### config.mk
export PLATFORM = sky130hd
export DESIGN_NAME = slt_latch_gen
export DESIGN_NICKNAME = d
export VERILOG_FILES = /design/src/rtl/slt_pkg.sv /design/src/rtl/slt_sync_edge.sv /design/src/rtl/slt_idle_timer.sv /design/src/rtl/slt_latch_gen.sv
export SDC_FILE = /design/constraint.sdc
export NUM_CORES = 1
export LEC_CHECK = 0
export ABC_CLOCK_PERIOD_IN_PS = 7900
export BUFFER_PORTS_ARGS = -buffer_cell sky130_fd_sc_hd__buf_2
export CORE_MARGIN = 2
export CORE_UTILIZATION = 40
export CTS_CLUSTER_DIAMETER = 200
export CTS_CLUSTER_SIZE = 40
export DETAILED_ROUTE_END_ITERATION = 8
export PLACE_DENSITY_LB_ADDON = 0.25
export SYNTH_ARGS = -nofsm -noshare
export SYNTH_HDL_FRONTEND = slang
export SYNTH_HIERARCHICAL = 1
export SYNTH_SLANG_ARGS = --single-unit
### constraint.sdc
create_clock -name clk_i -period 7.9 [get_ports clk_i]
set_input_delay 1.975 -clock clk_i [delete_from_list [all_inputs] [get_ports clk_i]]
set_output_delay 1.975 -clock clk_i [all_outputs]
set_load 0.1 [all_outputs]
### src/rtl/slt_pkg.sv
package slt_pkg;
    localparam int unsigned SLT_SR_W        = 224;
    localparam int unsigned SLT_CMD_W       = 6;
    localparam logic [5:0]  SLT_CMD_WRITE   = 6'h25;
    localparam int unsigned SLT_MULT_SH     = 3;
    localparam int unsigned SLT_MIN_TO      = 8;
    localparam int unsigned SLT_MAX_TO      = 16384;
    localparam int unsigned SLT_GUARD       = 8;
    localparam int unsigned SLT_SYNC_STAGES = 2;
endpackage

### src/rtl/slt_sync_edge.sv
module slt_sync_edge #(
    parameter int unsigned STAGES = 2
) (
    input  logic clk_i,
    input  logic rst_ni,
    input  logic sclk_i,
    input  logic sdat_i,
    output logic rise_o,
    output logic dat_o
);
    typedef struct packed {
        logic [STAGES-1:0] clk_sync;
        logic [STAGES-1:0] dat_sync;
        logic              clk_prev;
    } sync_t;

    sync_t s_d, s_q;

    always_comb begin
        s_d          = s_q;
        s_d.clk_sync = {s_q.clk_sync[STAGES-2:0], sclk_i};
        s_d.dat_sync = {s_q.dat_sync[STAGES-2:0], sdat_i};
        s_d.clk_prev = s_q.clk_sync[STAGES-1];
    end

    always_ff @(posedge clk_i or negedge rst_ni) begin
        if (!rst_ni) s_q <= '0;
        else         s_q <= s_d;
    end

    assign rise_o = s_q.clk_sync[STAGES-1] & ~s_q.clk_prev;
    assign dat_o  = s_q.dat_sync[STAGES-1];
endmodule

### src/rtl/slt_idle_timer.sv
module slt_idle_timer #(
    parameter int unsigned CNT_W   = 15,
    parameter int unsigned MULT_SH = 3,
    parameter int unsigned MIN_TO  = 8,
    parameter int unsigned MAX_TO  = 16384,
    parameter int unsigned GUARD   = 8
) (
    input  logic clk_i,
    input  logic rst_ni,
    input  logic rise_i,
    input  logic cmd_ok_i,
    output logic accept_o,
    output logic fire_o
);
    localparam int unsigned PROD_W = CNT_W + MULT_SH;
    localparam int unsigned GRD_W  = $clog2(GUARD + 1);
    localparam logic [CNT_W-1:0]  CNT_MAX  = '1;
    localparam logic [PROD_W-1:0] TO_MAX   = PROD_W'(MAX_TO);
    localparam logic [PROD_W-1:0] TO_MIN   = PROD_W'(MIN_TO);
    localparam logic [GRD_W-1:0]  GRD_LOAD = GRD_W'(GUARD);

    typedef struct packed {
        logic [CNT_W-1:0] cnt;
        logic [CNT_W-1:0] period;
        logic             armed;
        logic [GRD_W-1:0] guard;
    } tmr_t;

    tmr_t t_d, t_q;
    logic [PROD_W-1:0] prod, limit, cnt_w;
    logic              expire;

    always_comb begin
        prod  = PROD_W'(t_q.period) << MULT_SH;
        if (prod > TO_MAX)      limit = TO_MAX;
        else if (prod < TO_MIN) limit = TO_MIN;
        else                    limit = prod;
        cnt_w    = PROD_W'(t_q.cnt);
        expire   = t_q.armed && (cnt_w >= limit);
        fire_o   = expire && cmd_ok_i;
        accept_o = rise_i && (t_q.guard == '0) && !fire_o;

        t_d = t_q;
        if (accept_o) begin
            t_d.cnt    = CNT_W'(1);
            t_d.period = t_q.cnt;
            t_d.armed  = 1'b1;
        end else begin
            t_d.cnt = (t_q.cnt == CNT_MAX) ? t_q.cnt : t_q.cnt + 1'b1;
            if (expire) t_d.armed = 1'b0;
        end
        if (fire_o)                t_d.guard = GRD_LOAD;
        else if (t_q.guard != '0)  t_d.guard = t_q.guard - 1'b1;
    end

    always_ff @(posedge clk_i or negedge rst_ni) begin
        if (!rst_ni) t_q <= '0;
        else         t_q <= t_d;
    end
endmodule

### src/rtl/slt_latch_gen.sv
module slt_latch_gen import slt_pkg::*; #(
    parameter int unsigned SR_W        = SLT_SR_W,
    parameter int unsigned CMD_W       = SLT_CMD_W,
    parameter logic [CMD_W-1:0] CMD_CODE = SLT_CMD_WRITE,
    parameter int unsigned MULT_SH     = SLT_MULT_SH,
    parameter int unsigned MIN_TO      = SLT_MIN_TO,
    parameter int unsigned MAX_TO      = SLT_MAX_TO,
    parameter int unsigned GUARD       = SLT_GUARD,
    parameter int unsigned SYNC_STAGES = SLT_SYNC_STAGES
) (
    input  logic                   clk_i,
    input  logic                   rst_ni,
    input  logic                   sclk_i,
    input  logic                   sdat_i,
    output logic                   latch_pulse_o,
    output logic [SR_W-CMD_W-1:0]  data_o
);
    localparam int unsigned PAY_W = SR_W - CMD_W;
    localparam int unsigned CNT_W = $clog2(MAX_TO) + 1;

    typedef struct packed {
        logic [SR_W-1:0]  sr;
        logic [PAY_W-1:0] data;
        logic             pulse;
    } lg_t;

    lg_t  st_d, st_q;
    logic rise, dat_s, accept, fire, cmd_ok;
    logic [SR_W-1:0] shreg;

    slt_sync_edge #(.STAGES(SYNC_STAGES)) u_sync (
        .clk_i (clk_i),
        .rst_ni(rst_ni),
        .sclk_i(sclk_i),
        .sdat_i(sdat_i),
        .rise_o(rise),
        .dat_o (dat_s)
    );

    slt_idle_timer #(
        .CNT_W  (CNT_W),
        .MULT_SH(MULT_SH),
        .MIN_TO (MIN_TO),
        .MAX_TO (MAX_TO),
        .GUARD  (GUARD)
    ) u_timer (
        .clk_i   (clk_i),
        .rst_ni  (rst_ni),
        .rise_i  (rise),
        .cmd_ok_i(cmd_ok),
        .accept_o(accept),
        .fire_o  (fire)
    );

    always_comb begin
        cmd_ok     = (st_q.sr[SR_W-1 -: CMD_W] == CMD_CODE);
        st_d       = st_q;
        st_d.pulse = fire;
        if (accept) st_d.sr   = {st_q.sr[SR_W-2:0], dat_s};
        if (fire)   st_d.data = st_q.sr[PAY_W-1:0];
    end

    always_ff @(posedge clk_i or negedge rst_ni) begin
        if (!rst_ni) st_q <= '0;
        else         st_q <= st_d;
    end

    assign shreg         = st_q.sr;
    assign latch_pulse_o = st_q.pulse;
    assign data_o        = st_q.data;
endmodule

==> reports/results.ini, run 1 <==
[critical_path]
arrival_ns=4.90
crit_required_ns=8.35
crit_slowest_cell=a31oi_4
critical-path-max-stage-delay_ns=0.89
critical_path_class=register to register
crit_chain=nor4_1, buf_4, nand2_1, ha_1, and4_1, a21boi_2, a22oi_2, a31oi_4, buf_4, buf_4, mux2_2
startpoint_type=register
cpMostUsedCell=buf_4
path_max_fanout=46
endpoint_kind=register

[power_and_ir_drop]
switching_power_w=0.000994
internal_power_w=0.00314
switching_share_pct=24.1
leakage_nw=11.2
clkPwrFrac_pct=27.1
combPwrFrac_pct=9.2
p_seq_share_pct=63.6
total_power_w=0.00413
powerDensity_mw_per_mm2=196
ir_worst_vdd_mv=0.123

[detailed_routing]
wl_per_cell_um=16.9
wirelength_met1_um=15800
drc_errors=0
routed-wl-met2_um=14400
met3_length_um=2440
first_pass_iters=4
drtIter0Drc=467
wl_um=33100
top_layer_used=met4
via_per_inst=4.86
detail-route-antenna-nets=0
vias=9485

[status]
status=completed

[logic_synthesis]
synth_flop_cell=dfrtp_1
yosysWarnings=6
ys_async_sr_fraction_pct=100
synth-edff-count=0
synth.most_common_cell=dfrtp_1
syn_inst=1139
ys_seq_elements=483
syn_area_mm2=0.0191
yosysTopAreaCell=dfrtp_1
syn-num-nets=1158
syn_area_per_cell_um2=16.8
ys_seq_area_share_pct=63.2
yosysTopAreaCellShare_pct=63.2
synthTopCellsByCount=483 x dfrtp_1, 322 x mux2_2, 114 x mux2_4
synthTopCellsByArea=dfrtp_1 63%, mux2_2 19%, mux2_4 9.0%
ys_types=48

[timing]
rsz0062_at_grt=no
slew_violations=0
max_freq_ghz=0.224
setup_tns_ns=0
worst_pin_slew_ns=1.09
fin_worst_skew_ns=0.0610
setup_violations=0
slew_headroom_pct=27.1
hold_slack_ns=0.373
period_share_pct=56.4
hold_viol_final=0
min_period_ns=4.46

[global_routing]
grt-ovfl-total=0
first_global_vias=9835
grt_max_degree=171
antenna_found_initial=1
grt_pass1_wl_um=55000
globalRouteTotalUtil_pct=13.4

[floorplanning]
die_w_um=223
rows=80
dieArea_mm2=0.0496
num_io_pins=223
core-area_mm2=0.0474
die_h_um=223
initial_core_util_pct=40.3

[cells_and_area]
drive_above_1_share_pct=52.2
instances_no_fill=1951
fillers=4294
post-route-util_pct=44.4
syn_to_final_growth_pct=10.2
layout.nets=1354

[clock_network]
cts_resized=0
insertion_delay_ns=0.55
cts.sinks=483
root_buffer=clkbuf_16
htree_num_levels=1
cts_made_buffers=16
cts_setup_buffers=0
hold_buffers=0
path_clk_slew_ns=0.14
cts_tree=done
clk_path_buf_depth=3

[placed_design]
numPortBuffers=222
hpwl_um=21500
place_inst=1932
place_congestion=0.749

[min_path]
hold_path_class=register to register

[flow_run]
cap_violations=0

worst max-delay path: cells and delay by family, from the launching register on:
family / cells / cell delay (ns)
buffers and inverters: 3 / 1.41
flip-flops: 1 / 0.42
multiplexers: 1 / 0.40
AND/OR/NAND/NOR: 3 / 0.57
AO/OA/AOI/OAI: 3 / 1.18
adder cells (fa/ha/maj): 1 / 0.29
per-stage QoR:
stage | setup slack (ns) | cell area (um2)
2_1_floorplan | 4.51 | 19100
3_3_place_gp | 3.47 | 20600
3_5_place_dp | 3.44 | 20600
4_1_cts | 3.39 | 21100
5_1_grt | 3.03 | 21100
6_report | 3.44 | 21100
final timing paths:
path / from / end / slack, ns / depth (start not counted)
min in group asynchronous: rst_ni / data_o[145] / 1.52 / 1
max in group asynchronous: rst_ni / data_o[92] / 4.88 / 2
max reg2reg: u_timer/prod[17] / data_o[78] / 3.44 / 11
min reg2reg: u_sync/s_d[4] / u_sync/s_d[0] / 0.37 / 0
min: u_sync/s_d[4] / u_sync/s_d[0] / 0.37 / 0
max: u_timer/prod[17] / data_o[78] / 3.44 / 11
cell families (layout without fill, tap and decap cells):
| group | after synthesis | in the layout | synth area share (%) |
|---|---|---|---|
| adders and majority gates | 15 | 15 | 0.982 |
| DFF | 483 | 483 | 63.2 |
| muxes | 458 | 458 | 29.2 |
| xor gates and xnor gates | 6 | 6 | 0.275 |
| other | 0 | 1 | 0 |
| and+or+nand+nor | 82 | 82 | 2.25 |
| AOI/OAI and AO/OA | 32 | 32 | 1.18 |
| buffers and inverters | 63 | 259 | 2.89 |
layer usage:
metal  global-route usage (%)  up-vias
met3                     4.30       23
li1                         -     4391
met1                     19.6     4905
met2                     19.9      166
met4                     2.04        0
met5                        0        -
registers in the layout, summed over array words and instances, names as in the netlist:
signal,count
u_timer/prod,15
data_o,218
shreg,224
u_sync/s_q,1
u_timer/cnt_w,15
u_sync/dat_o,1
u_timer/t_q,5
u_sync/s_d,3
latch_pulse_o,1
cell usage in the layout (no fill, tap or decap), types with 2 or more instances in the layout:
| cell | count |
|---|---|
| mux2_1 | 21 |
| and3_1 | 5 |
| a211oi_1 | 5 |
| and2_1 | 2 |
| nor3b_1 | 2 |
| nand2_1 | 25 |
| mux2_2 | 322 |
| dfrtp_1 | 483 |
| ha_1 | 15 |
| and4_1 | 2 |
| inv_1 | 7 |
| a21oi_1 | 10 |
| o21ai_0 | 3 |
| xor2_1 | 4 |
| mux2_4 | 114 |
| nor4_1 | 3 |
| nor3_1 | 4 |
| clkbuf_16 | 17 |
| a31oi_1 | 3 |
| nand3_1 | 7 |
| buf_4 | 9 |
| nor2_1 | 19 |
| nand4_1 | 4 |
| buf_2 | 221 |
| buf_12 | 2 |
| xnor2_1 | 2 |
cell type report:
cell class	instances	area, um2	area share [%]
well taps	615	769	3.65
clock buffers	17	425	2.02
flip-flops and latches	483	12100	57.3
repair buffers	233	1230	5.83
multi-input cells	593	6500	30.8
inverters	8	37.5	0.178
clock inverters	1	30.0	0.142
diodes	1	2.50	0.0119
power groups by stage:
| stage | sequential (W) | combinational [W] | clock (W) |
|---|---|---|---|
| after CTS | 0.00263 | 0.000394 | 0.00118 |
| after global placement | 0.00268 | 0.000386 | 0 |
| final | 0.00263 | 0.000382 | 0.00112 |
| after global routing | 0.00264 | 0.000427 | 0.00126 |
| after detailed placement | 0.00268 | 0.000393 | 0 |
| after floorplan | 0.00265 | 0.000338 | 0 |
Power figures use the tool's default switching activity.
==> inputs of run 2 (changes only) <==
--- a/config.mk
+++ b/config.mk
@@ -5,7 +5,8 @@
 export SDC_FILE = /design/constraint.sdc
 export NUM_CORES = 1
 export LEC_CHECK = 0
-export ABC_CLOCK_PERIOD_IN_PS = 7900
+export ABC_AREA = 1
+export ABC_CLOCK_PERIOD_IN_PS = 4100
 export BUFFER_PORTS_ARGS = -buffer_cell sky130_fd_sc_hd__buf_2
 export CORE_MARGIN = 2
 export CORE_UTILIZATION = 40
==> constraint.sdc (replaced) <==
create_clock -name clk_i -period 4.1 [get_ports clk_i]
set_input_delay 1.025 -clock clk_i [delete_from_list [all_inputs] [get_ports clk_i]]
set_output_delay 1.025 -clock clk_i [all_outputs]
set_load 0.1 [all_outputs]
==> reports/results.ini, run 2 <==
[status]
status=completed

[logic_synthesis]
ys_types=31
ys_seq_elements=483
syn_area_per_cell_um2=9.55
yosysWarnings=6
synthTopCellsByArea=dfrtp_1 65%, nand2_1 6.4%, o21ai_0 6.2%
syn-num-nets=1970
syn_inst=1951
synth-edff-count=0
synth_flop_cell=dfrtp_1
synth.most_common_cell=dfrtp_1
synthTopCellsByCount=483 x dfrtp_1, 319 x nand2_1, 252 x inv_1, 252 x nor2_1, 229 x o21ai_0
ys_async_sr_fraction_pct=100
ys_seq_area_share_pct=64.9
yosysTopAreaCellShare_pct=64.9
syn_area_mm2=0.0186
yosysTopAreaCell=dfrtp_1

[cells_and_area]
layout.nets=2131
fillers=4485
final_cell_mix=483 x dfrtp_1, 319 x nand2_1, 252 x nor2_1
syn_to_final_growth_pct=11.8
antennaDiodeCount=0
final_common_cell=dfrtp_1
largest_reg_flops=224
drive_above_1_share_pct=13.6

[clock_network]
root_buffer=clkbuf_16
hold_buffers=0
cts_made_buffers=16
path_clk_slew_ns=0.14
cts_setup_buffers=0
cts.sinks=483
clk_path_buf_depth=3
insertion_delay_ns=0.57
cts_resized=0
htree_num_levels=1
cts_tree=done

[critical_path]
r2r_slack_ns=0.59
crit_chain=nor2_1, inv_1, nor2_1, inv_1, o21ai_2, nand2_1, ha_1, a21oi_1, nand2_1, nand2_1, nand2_1, nand2_1, nand3_2, nand2_4, nand2_8, inv_8, buf_12, o21ai_0
cp-endpoint=shreg[41]
endpoint_kind=register
worstReg2RegEnd=shreg[41]
path_buf_inv=4
cp.depth=18
r2r-start=u_timer/prod[17]
critical_path_class=register to register
crit_slowest_cell=dfrtp_1
critPathLaunch=u_timer/prod[17]
path_max_fanout=77
rr_worst_depth=18
crit_required_ns=4.48
cpMostUsedCell=nand2_1
startpoint_type=register
cpLargestDelayFamily=simple AND/OR/NAND/NOR gates
arrival_ns=3.89
critical-path-max-stage-delay_ns=0.40

[timing]
slew_headroom_pct=47.3
setup_violations=0
setup_tns_ns=0
worst_pin_slew_ns=0.791
max_freq_ghz=0.285
min_period_ns=3.51
rsz0062_at_grt=no
hold_slack_ns=0.364
hold_viol_final=0
slew_violations=0
fin_worst_skew_ns=0.0683
period_share_pct=85.6

[power_and_ir_drop]
leakage_nw=10.4
total_power_w=0.0114
ir_worst_vdd_mv=0.350
powerDensity_mw_per_mm2=547

[floorplanning]
initial_core_util_pct=40.3
rows=79
core-area_mm2=0.0463
die_h_um=220
die_w_um=220
dieArea_mm2=0.0483
num_io_pins=223

[detailed_routing]
first_pass_iters=5
wl_um=38200
detail-route-antenna-nets=0
wl_per_cell_um=14.1
vias=12803
drc_errors=0
drtIter0Drc=914
via_per_inst=4.71

[global_routing]
first_global_vias=12299
grt-ovfl-total=0
grt_pass1_wl_um=62900
grt_max_degree=98
globalRouteTotalUtil_pct=15.9
antenna_found_initial=0

[placed_design]
hpwl_um=25500
numPortBuffers=222
place_congestion=0.800

[min_path]
hold_path_class=register to register
min_path_cells=0

[flow_run]
cap_violations=0

[run 2: cell count changes in the layout (fill, tap and decap cells not counted), moves of 13 or more]
cell     change
nand2_1    +294
nor2_1     +233
nand3_1     +18
o21ai_0    +226
inv_1      +244
mux2_2     -322
mux2_1      -21
buf_12      +13
mux2_4     -114
a21oi_1    +214
[run 2: kinds of logic (layout without fill, tap and decap cells)]
| logic type | after synthesis | after routing | synth area share [%] |
|---|---|---|---|
| compound gates | 456 | 456 | 12.3 |
| xor+xnor | 9 | 9 | 0.423 |
| fa+ha+maj | 15 | 15 | 1.01 |
| buf+inv | 360 | 521 | 7.94 |
| flops | 483 | 483 | 64.9 |
| simple gates | 628 | 628 | 13.4 |
[run 2: per-layer routing]
| layer | GRT usage (%) | share of wire (%) | vias to the layer above | wire, um |
|---|---|---|---|---|
| met5 | 0 | 0 | - | 0 |
| li1 | - | - | 6431 | - |
| met4 | 2.91 | 1.2 | 0 | 469 |
| met3 | 2.84 | 4.8 | 27 | 1840 |
| met1 | 23.3 | 49 | 6170 | 18700 |
| met2 | 24.9 | 45 | 175 | 17200 |
[run 2: worst min-delay path by stage]
| stage | startpoint | end | slack, ns |
|---|---|---|---|
| detailed placement | u_sync/s_d[2] | u_sync/dat_o | 0.33 |
| finish | u_sync/s_d[2] | u_sync/dat_o | 0.36 |
| global placement | u_sync/s_d[4] | u_sync/s_d[0] | 0.34 |
| floorplan | u_sync/s_d[2] | u_sync/dat_o | 0.33 |
| CTS | u_sync/s_d[2] | u_sync/dat_o | 0.37 |
| global route | u_sync/s_d[2] | u_sync/dat_o | 0.37 |
[run 2: stage by stage]
stage                     instance area [um2]  cells  setup slack [ns]  utilization, %
after floorplan                         18600   1951              1.28               -
after global placement                  20400   2701             0.675            44.0
after detailed placement                20400   2701             0.600            44.0
after CTS                               20800   2719             0.574            45.0
after global routing                    20800   2719             0.196            45.0
final                                   20800   2719             0.590            45.0
[run 2: report_power, final]
part	switching (W)	total [W]	internal, W	leakage [nW]
clock	0.00142	0.00219	0.000770	0.221
combinational	0.00308	0.00367	0.000593	3.52
sequential	0.000331	0.00555	0.00522	6.64
[run 2: worst reg2reg max path: cells and delay by family, from the launching register on]
family                     cells  cell delay, ns
AOI/OAI and AO/OA              3            0.60
adders and majority gates      1            0.33
buffers and inverters          4            0.84
DFF                            1            0.40
and+or+nand+nor               10            1.15
[run 2: layout make-up]
type	count	area (um2)	area share, %
sequential	483	12100	58.0
timing repair buffer	246	1490	7.15
inverter	257	980	4.70
clock buffer	17	425	2.04
clock inverter	1	30.0	0.144
tap	607	759	3.65
multi-input combinational	1108	5060	24.3
